### src/rtl/port_xfer_ctrl.sv
module port_xfer_ctrl #(
  parameter int DATA_W    = 64,
  parameter int NDIR      = 9,
  parameter int DEPTH     = 1024,
  parameter int PKT_FLITS = 12,
  parameter int CTRL_W    = 4,
  parameter logic [3:0] LAST_CODE = 4'b1001,
  localparam int DIR_W    = $clog2(NDIR),
  localparam int CNT_W    = $clog2(DEPTH + 1),
  localparam int AF_LEVEL = DEPTH - PKT_FLITS
) (
  input  logic              clk,
  input  logic              rst_n,
  input  logic              rx_valid,
  output logic              in_push,
  output logic              in_afull,
  input  logic [CNT_W-1:0]  in_level,
  input  logic              in_empty,
  input  logic [DATA_W-1:0] in_head,
  input  logic [DIR_W-1:0]  route_dir,
  input  logic [NDIR-1:0]   prio_map,
  input  logic [NDIR-1:0]   busy_map,
  input  logic [NDIR-1:0]   out_full,
  output logic              in_pop,
  output logic [NDIR-1:0]   out_wr,
  output logic [DATA_W-1:0] out_data,
  output logic [NDIR-1:0]   claim_map
);

  typedef enum logic [1:0] {S_IDLE, S_PEND, S_XFER} st_t;

  st_t             st;
  logic [DIR_W-1:0] dir_q;
  logic [DIR_W-1:0] cur_dir;
  logic             hold;
  logic             go;
  logic             is_last;

  assign in_afull  = in_level >= CNT_W'(AF_LEVEL);
  assign in_push   = rx_valid & ~in_afull;
  assign cur_dir   = hold ? dir_q : route_dir;
  assign go        = (hold | prio_map[cur_dir] | ~busy_map[cur_dir]) & ~out_full[cur_dir];
  assign is_last   = in_head[CTRL_W-1:0] == CTRL_W'(LAST_CODE);
  assign in_pop    = st == S_XFER;
  assign out_wr    = in_pop ? (NDIR'(1) << dir_q) : '0;
  assign out_data  = in_pop ? in_head : '0;
  assign claim_map = hold ? (NDIR'(1) << dir_q) : '0;

  always_ff @(posedge clk) begin
    if (!rst_n) begin
      st    <= S_IDLE;
      hold  <= 1'b0;
      dir_q <= '0;
    end else begin
      case (st)
        S_IDLE: if (!in_empty) st <= S_PEND;
        S_PEND: begin
          if (in_empty) st <= S_IDLE;
          else if (go) begin
            st    <= S_XFER;
            dir_q <= cur_dir;
            hold  <= 1'b1;
          end
        end
        S_XFER: begin
          st <= (in_level > CNT_W'(1)) ? S_PEND : S_IDLE;
          if (is_last) hold <= 1'b0;
        end
        default: st <= S_IDLE;
      endcase
    end
  end

  p_one_cycle_strobe_r6: assert property (@(posedge clk) disable iff (!rst_n)
    in_pop |=> !in_pop);

  p_write_pairs_read_r2: assert property (@(posedge clk) disable iff (!rst_n)
    in_pop |-> ($onehot(out_wr) && !in_empty));

  p_room_before_write_r5: assert property (@(posedge clk) disable iff (!rst_n)
    (|out_wr) |-> ((out_wr & $past(out_full)) == '0));

  p_busy_needs_prio_r4: assert property (@(posedge clk) disable iff (!rst_n)
    ((|out_wr) && !$past(hold)) |-> ((out_wr & $past(busy_map & ~prio_map)) == '0));

  p_claim_steady_r7: assert property (@(posedge clk) disable iff (!rst_n)
    ((claim_map != '0) && !in_pop) |=> $stable(claim_map));

  p_claim_onehot_r8: assert property (@(posedge clk) disable iff (!rst_n)
    $onehot0(claim_map));

  p_no_pop_empty_r11: assert property (@(posedge clk) disable iff (!rst_n)
    in_empty |-> !in_pop);

endmodule

### config.mk
export PLATFORM = sky130hd
export DESIGN_NAME = port_xfer_ctrl
export DESIGN_NICKNAME = d
export VERILOG_FILES = /design/src/rtl/port_xfer_ctrl.sv
export SDC_FILE = /design/constraint.sdc
export NUM_CORES = 1
export LEC_CHECK = 0
export BUFFER_PORTS_ARGS = -buffer_cell sky130_fd_sc_hd__buf_2
export CORE_AREA = 2 2 76 78
export CTS_CLUSTER_SIZE = 12
export DETAILED_ROUTE_END_ITERATION = 6
export DIE_AREA = 0 0 78 80
export PLACE_DENSITY = 0.67
export SLEW_MARGIN = 20
export SYNTH_ARGS = -nofsm -noshare
export SYNTH_HDL_FRONTEND = slang
export SYNTH_SLANG_ARGS = --single-unit
### constraint.sdc
create_clock -name clk -period 4.35 [get_ports clk]
set_input_delay 0.6525 -clock clk [delete_from_list [all_inputs] [get_ports clk]]
set_output_delay 0.6525 -clock clk [all_outputs]
set_load 0.02 [all_outputs]
* Word level (Yosys, flattened, before mapping)
Index checks and enable logic that the tools add are counted.
Storage, ports and cells: output and inout bits 85, bits of input ports 110, register bits after elaboration 7, word-level logic and storage cells 47
Operators by class: $lt $le $gt $ge 3, equal/unequal tests 8, shift operators 1, bitwise gates (word level) 8, multiplexer cells 19, reduce and logical (&&, ||, !) cells 5
Operators with widths (number):
- two-way mux 64 bit | 1
- two-way mux 9 bit | 2
- binary-select mux 1 bit (select 4 bit) | 3
- >= comparator 11 x 10 -> 1 bit, second input constant | 1
- greater-than comparator 11 x 1 -> 1 bit, second input constant | 1
- << shifter 1 x 4 -> 9 bit, first input constant | 1
- two-way mux 1 bit | 7
- two-way mux 2 bit | 3
- != test 2 bit, second input constant | 3
- case mux 2 bit (3 select lines) | 1
- < comparator 4 x 5 -> 1 bit, second input constant | 1
- equality test 4 bit, second input constant | 1
- two-way mux 4 bit | 1
- inverter 1 bit | 4
- AND reduction 4 bit | 1
- != test 3 bit, second input constant | 1
- AND reduction 3 bit | 1
- AND 1 bit | 2
- equality test 2 x 1 -> 1 bit, second input constant | 1
- equality test 2 bit, second input constant | 1
- zero test 2 bit | 1
- != test 2 x 1 -> 1 bit, second input constant | 1
- bitwise OR 1 bit | 2
- case mux 1 bit (2 select lines) | 1
- 2 further kinds | 2

* Depth between registers and ports, before layout
depth in word-level cells 9, mapped depth 9

* Worst setup path before layout
OpenSTA, ideal clock, no wires.
kind input to register, start point in route_dir[1], end point reg dir_q[2], data required time 4.231 ns, path slack 1.959 ns, path buffers 1, arrival 2.272 ns, stages 7, setup time 0.119 ns, cell sequence mux2_4 mux4_2 nand2_1 o311ai_1 or3_1 buf_2 o221a_1
Between the ends: word-level cells in the longest chain between the ends 7, elaborated cells between the ends (all ways) 13
RTL lines:
- start, declared | line 20 | input logic [DIR_W-1:0] route_dir,
- two-way mux 4 bit * | line 41 | assign cur_dir = hold ? dir_q : route_dir;
- binary-select mux 1 bit (select 4 bit) | line 42 | assign go = (hold | prio_map[cur_dir] | ~busy_map[cur_dir]) & ~out_full[cur_dir];
- two-way mux 1 bit (not written as such) | line 42
- bitwise OR 1 bit / inverter 1 bit (equally long branches) | line 42
- bitwise OR 1 bit | line 42
- AND 1 bit * | line 42
- AND reduction 3 bit (no line) *
- end signal, assigned | line 61 | dir_q <= cur_dir;
- end, declared | line 33 | logic [DIR_W-1:0] dir_q;
Every way passes the cells marked *; elsewhere a longest branch is shown, timed or not. The select of a mux whose other input is x is not followed. A chain may end at the register's enable or synchronous reset.

* Worst setup path in the final report
start point reg hold, end point reg dir_q[0]
Between the ends: word-level cells in the longest chain between the ends 7, elaborated cells between the ends (all ways) 13
RTL lines:
- start, declared | line 35 | logic hold;
- start signal, assigned | line 52 | hold <= 1'b0;
- start signal, assigned | line 62 | hold <= 1'b1;
- start signal, assigned | line 67 | if (is_last) hold <= 1'b0;
- two-way mux 4 bit | line 41
- binary-select mux 1 bit (select 4 bit) | line 42
- two-way mux 1 bit (not written as such) | line 42
- bitwise OR 1 bit / inverter 1 bit (equally long branches) | line 42
- bitwise OR 1 bit | line 42
- AND 1 bit | line 42
- AND reduction 3 bit (no line)
Several ways; a longest one is shown, not always the timed one. The select of a mux whose other input is x is not followed.

==> run metrics <==
Setup TNS 0 ns; DIE HEIGHT ~80 um; hpwl dp around 4000 um; Layout Cells excl Fill between 400 and 500; placed insts 428; Worst-path clk slew about 0.040 ns; Reg power frac between 20% and 30%; Worst EP arrival between 2 and 3 ns; global-route usage over all layers 13.48%; DR iter-0 viols between 50 and 60; Post-CTS Setup Inserts 0; HP Class reg2reg; CTS H-tree lvls 1; GPL Wtd Cong 0.7442; ys flop type dfxtp_1; clk_lat worst skew 0.22 ns; Warnings, synthesis 0; DIE WIDTH just under 80 um; Setup violations, final 0; first-pass GRT wire length a little over 7000 um; GR Overflow Total 0; cells after synthesis between 150 and 200; Post-synth EDFFs 0; Max-Cap Viols 0; initial antenna violation count 0; library cells used by synthesis 40; pins over their slew limit 0; vias in the first global route around 1600; sequential area share after synthesis 11.61%; Comb power frac 43.8%; # IOs 195; Int Power between 200 and 250 uW; CTS Buf Count 3; drt wl/cell ~11 um; Setup CP Type reg2reg; leakage ~0.0014 uW; mean area per synthesized cell slightly below 7 sq um; Core ar. 5405 sq um; FF+latch count, synth 7; Antenna Cells 0; IO buf count 193; layout cells sized above 1 56.51%; net switching power between 90 and 100 uW; Syn Nets around 290; nets ~470; WP data required between 4 and 5 ns; Final min period between 2 and 3 ns; status finished, final reports clean; first-pass iteration count of the detailed router 4; skew final a little under 0.0009 ns; switching share of total power between 30% and 40%; CTS tree built; crit path launch type flop; Final Hold Fails 0; Area Growth Syn to Fin 89.33%; die area roughly 6200 sq um; Via density about 4.3; pin count of the biggest net entering global routing 70; cell row count 27; normalized max-slew margin 65.02%; DRC 0; Initial Util ~22%; crit-path max FO 15; clock share of power approximately 30%; Num Clock Sinks 7; Post-Syn Area approximately 1200 sq um; CP Capture Type flop; fin crit share about three fifths; peak supply drop 0.0001032 V; # hold bufs at CTS 0; Final ANT Viol Nets 0; FFs w/ async S/R, synth 0%; root buf cell clkbuf_8; FMAX roughly 0.38 GHz; clock tree buffer depth 2; vias approximately 1900; post_cts resized 0; total power draw slightly below 300 uW; Worst Tran Pin Value ~0.5 ns; Power Density between 100 and 150 nW/um^2; RSZ-0062 raised after global routing no; overall routed net length around 4700 um
[per-stage QoR]
| step | utilization [%] | hold slack [ns] | instance area, sq um | worst slack (ns) |
|---|---|---|---|---|
| after detailed placement | 40.95 | 0.6131 | 2213 | 1.714 |
| final | 42.29 | 0.6184 | 2286 | 1.702 |
| after global placement | 40.95 | 0.6162 | 2213 | 1.727 |
| after CTS | 41.78 | 0.6192 | 2258 | 1.601 |
| after floorplan | - | 0.5506 | 1207 | 1.959 |
| after global routing | 42.29 | 0.6602 | 2286 | 1.544 |
[per-layer routing]
layer,global-route usage (%),vias to the layer above,part of all wire [%]
li1,-,969,-
met1,16.48,818,43
met2,24.83,90,49
met3,3.054,2,7.7
met4,1.404,0,0.32
met5,0,-,0
[worst paths after layout]
path | from | end | slack, ns | cells past startpoint
worst max register to register | hold$_SDFFE_PN0P_ | dir_q[0]$_SDFFE_PN0P_ | 1.70 | 6
worst max-delay path | hold$_SDFFE_PN0P_ | dir_q[0]$_SDFFE_PN0P_ | 1.70 | 6
worst min-delay path | st[1]$_SDFFE_PN0P_ | st[1]$_SDFFE_PN0P_ | 0.62 | 3
worst min register to register | st[1]$_SDFFE_PN0P_ | st[1]$_SDFFE_PN0P_ | 0.62 | 3
[cells by family after synthesis]
kind of cell	share of synthesized area (%)
AO/OA/AOI/OAI	12.54
buffers and inverters	6.010
flip-flops	11.61
multiplexers	9.222
AND/OR/NAND/NOR	60.62
[flip-flops by register name (all words and copies together), names as in the netlist]
| register | flops |
|---|---|
| st | 2 |
| hold | 1 |
| dir_q | 4 |
[cell usage in the layout (no fill, tap or decap), types with 2 or more instances in the layout]
cell      Yosys  routed
mux2i_1       6       6
o21ai_0       2       2
nand3b_1      3       3
buf_2         1     193
dfxtp_1       7       7
nand2b_1      2       2
or4_1         2       2
inv_1         4       4
nor3_1        6       6
nand2_1       6       6
nor2b_1       7       6
and2_1       64      64
nand3_1       3       3
a21oi_1       2       2
nor2_1       21      21
and4b_1       2       2
o221a_1       4       4
or3_1         2       2
clkbuf_8      0       3
[power by group through the flow]
stage | logic [uW] | registers [uW] | clock network [uW]
2_1_floorplan | 71.9 | 71.2 | 0
3_3_place_gp | 126 | 78.5 | 0
3_5_place_dp | 128 | 78.7 | 0
4_1_cts | 128 | 77.6 | 91.6
5_1_grt | 142 | 78.7 | 95.9
6_report | 129 | 77.5 | 88.0
[worst max-delay path, cell delays in order (launching register included)]
cell,delay (ns)
dfxtp_1,0.64
mux2i_2,0.55
mux4_2,0.38
nand2_1,0.08
o311ai_1,0.14
or3_1,0.49
o221a_1,0.24
[layout make-up]
class | count | area [sq um]
Tap cell | 72 | 90.09
Clock buffer | 4 | 45.04
Sequential cell | 7 | 140.1
Inverter | 4 | 15.01
Timing Repair Buffer | 194 | 993.5
Fill cell | 569 | 3119
Multi-Input combinational cell | 152 | 1002
[synth_stat cells (2+ instances only)]
cell type  count  share of area [%]
nor2_1        21                6.5
and4b_1        2                1.7
inv_1          4                1.2
clkbuf_1      11                3.4
nor3_1         6                2.5
and2_1        64                 33
or4_1          2                1.2
nand2_1        6                1.9
or3_1          2                1.0
o221a_1        4                3.7
mux2i_1        6                5.0
a21oi_1        2               0.83
dfxtp_1        7                 12
nand3b_1       3                1.9
nand3_1        3                1.2
nand2b_1       2                1.0
o21ai_0        2               0.83
nor2b_1        7                3.6
No activity file was read; power rests on OpenSTA's default activity.
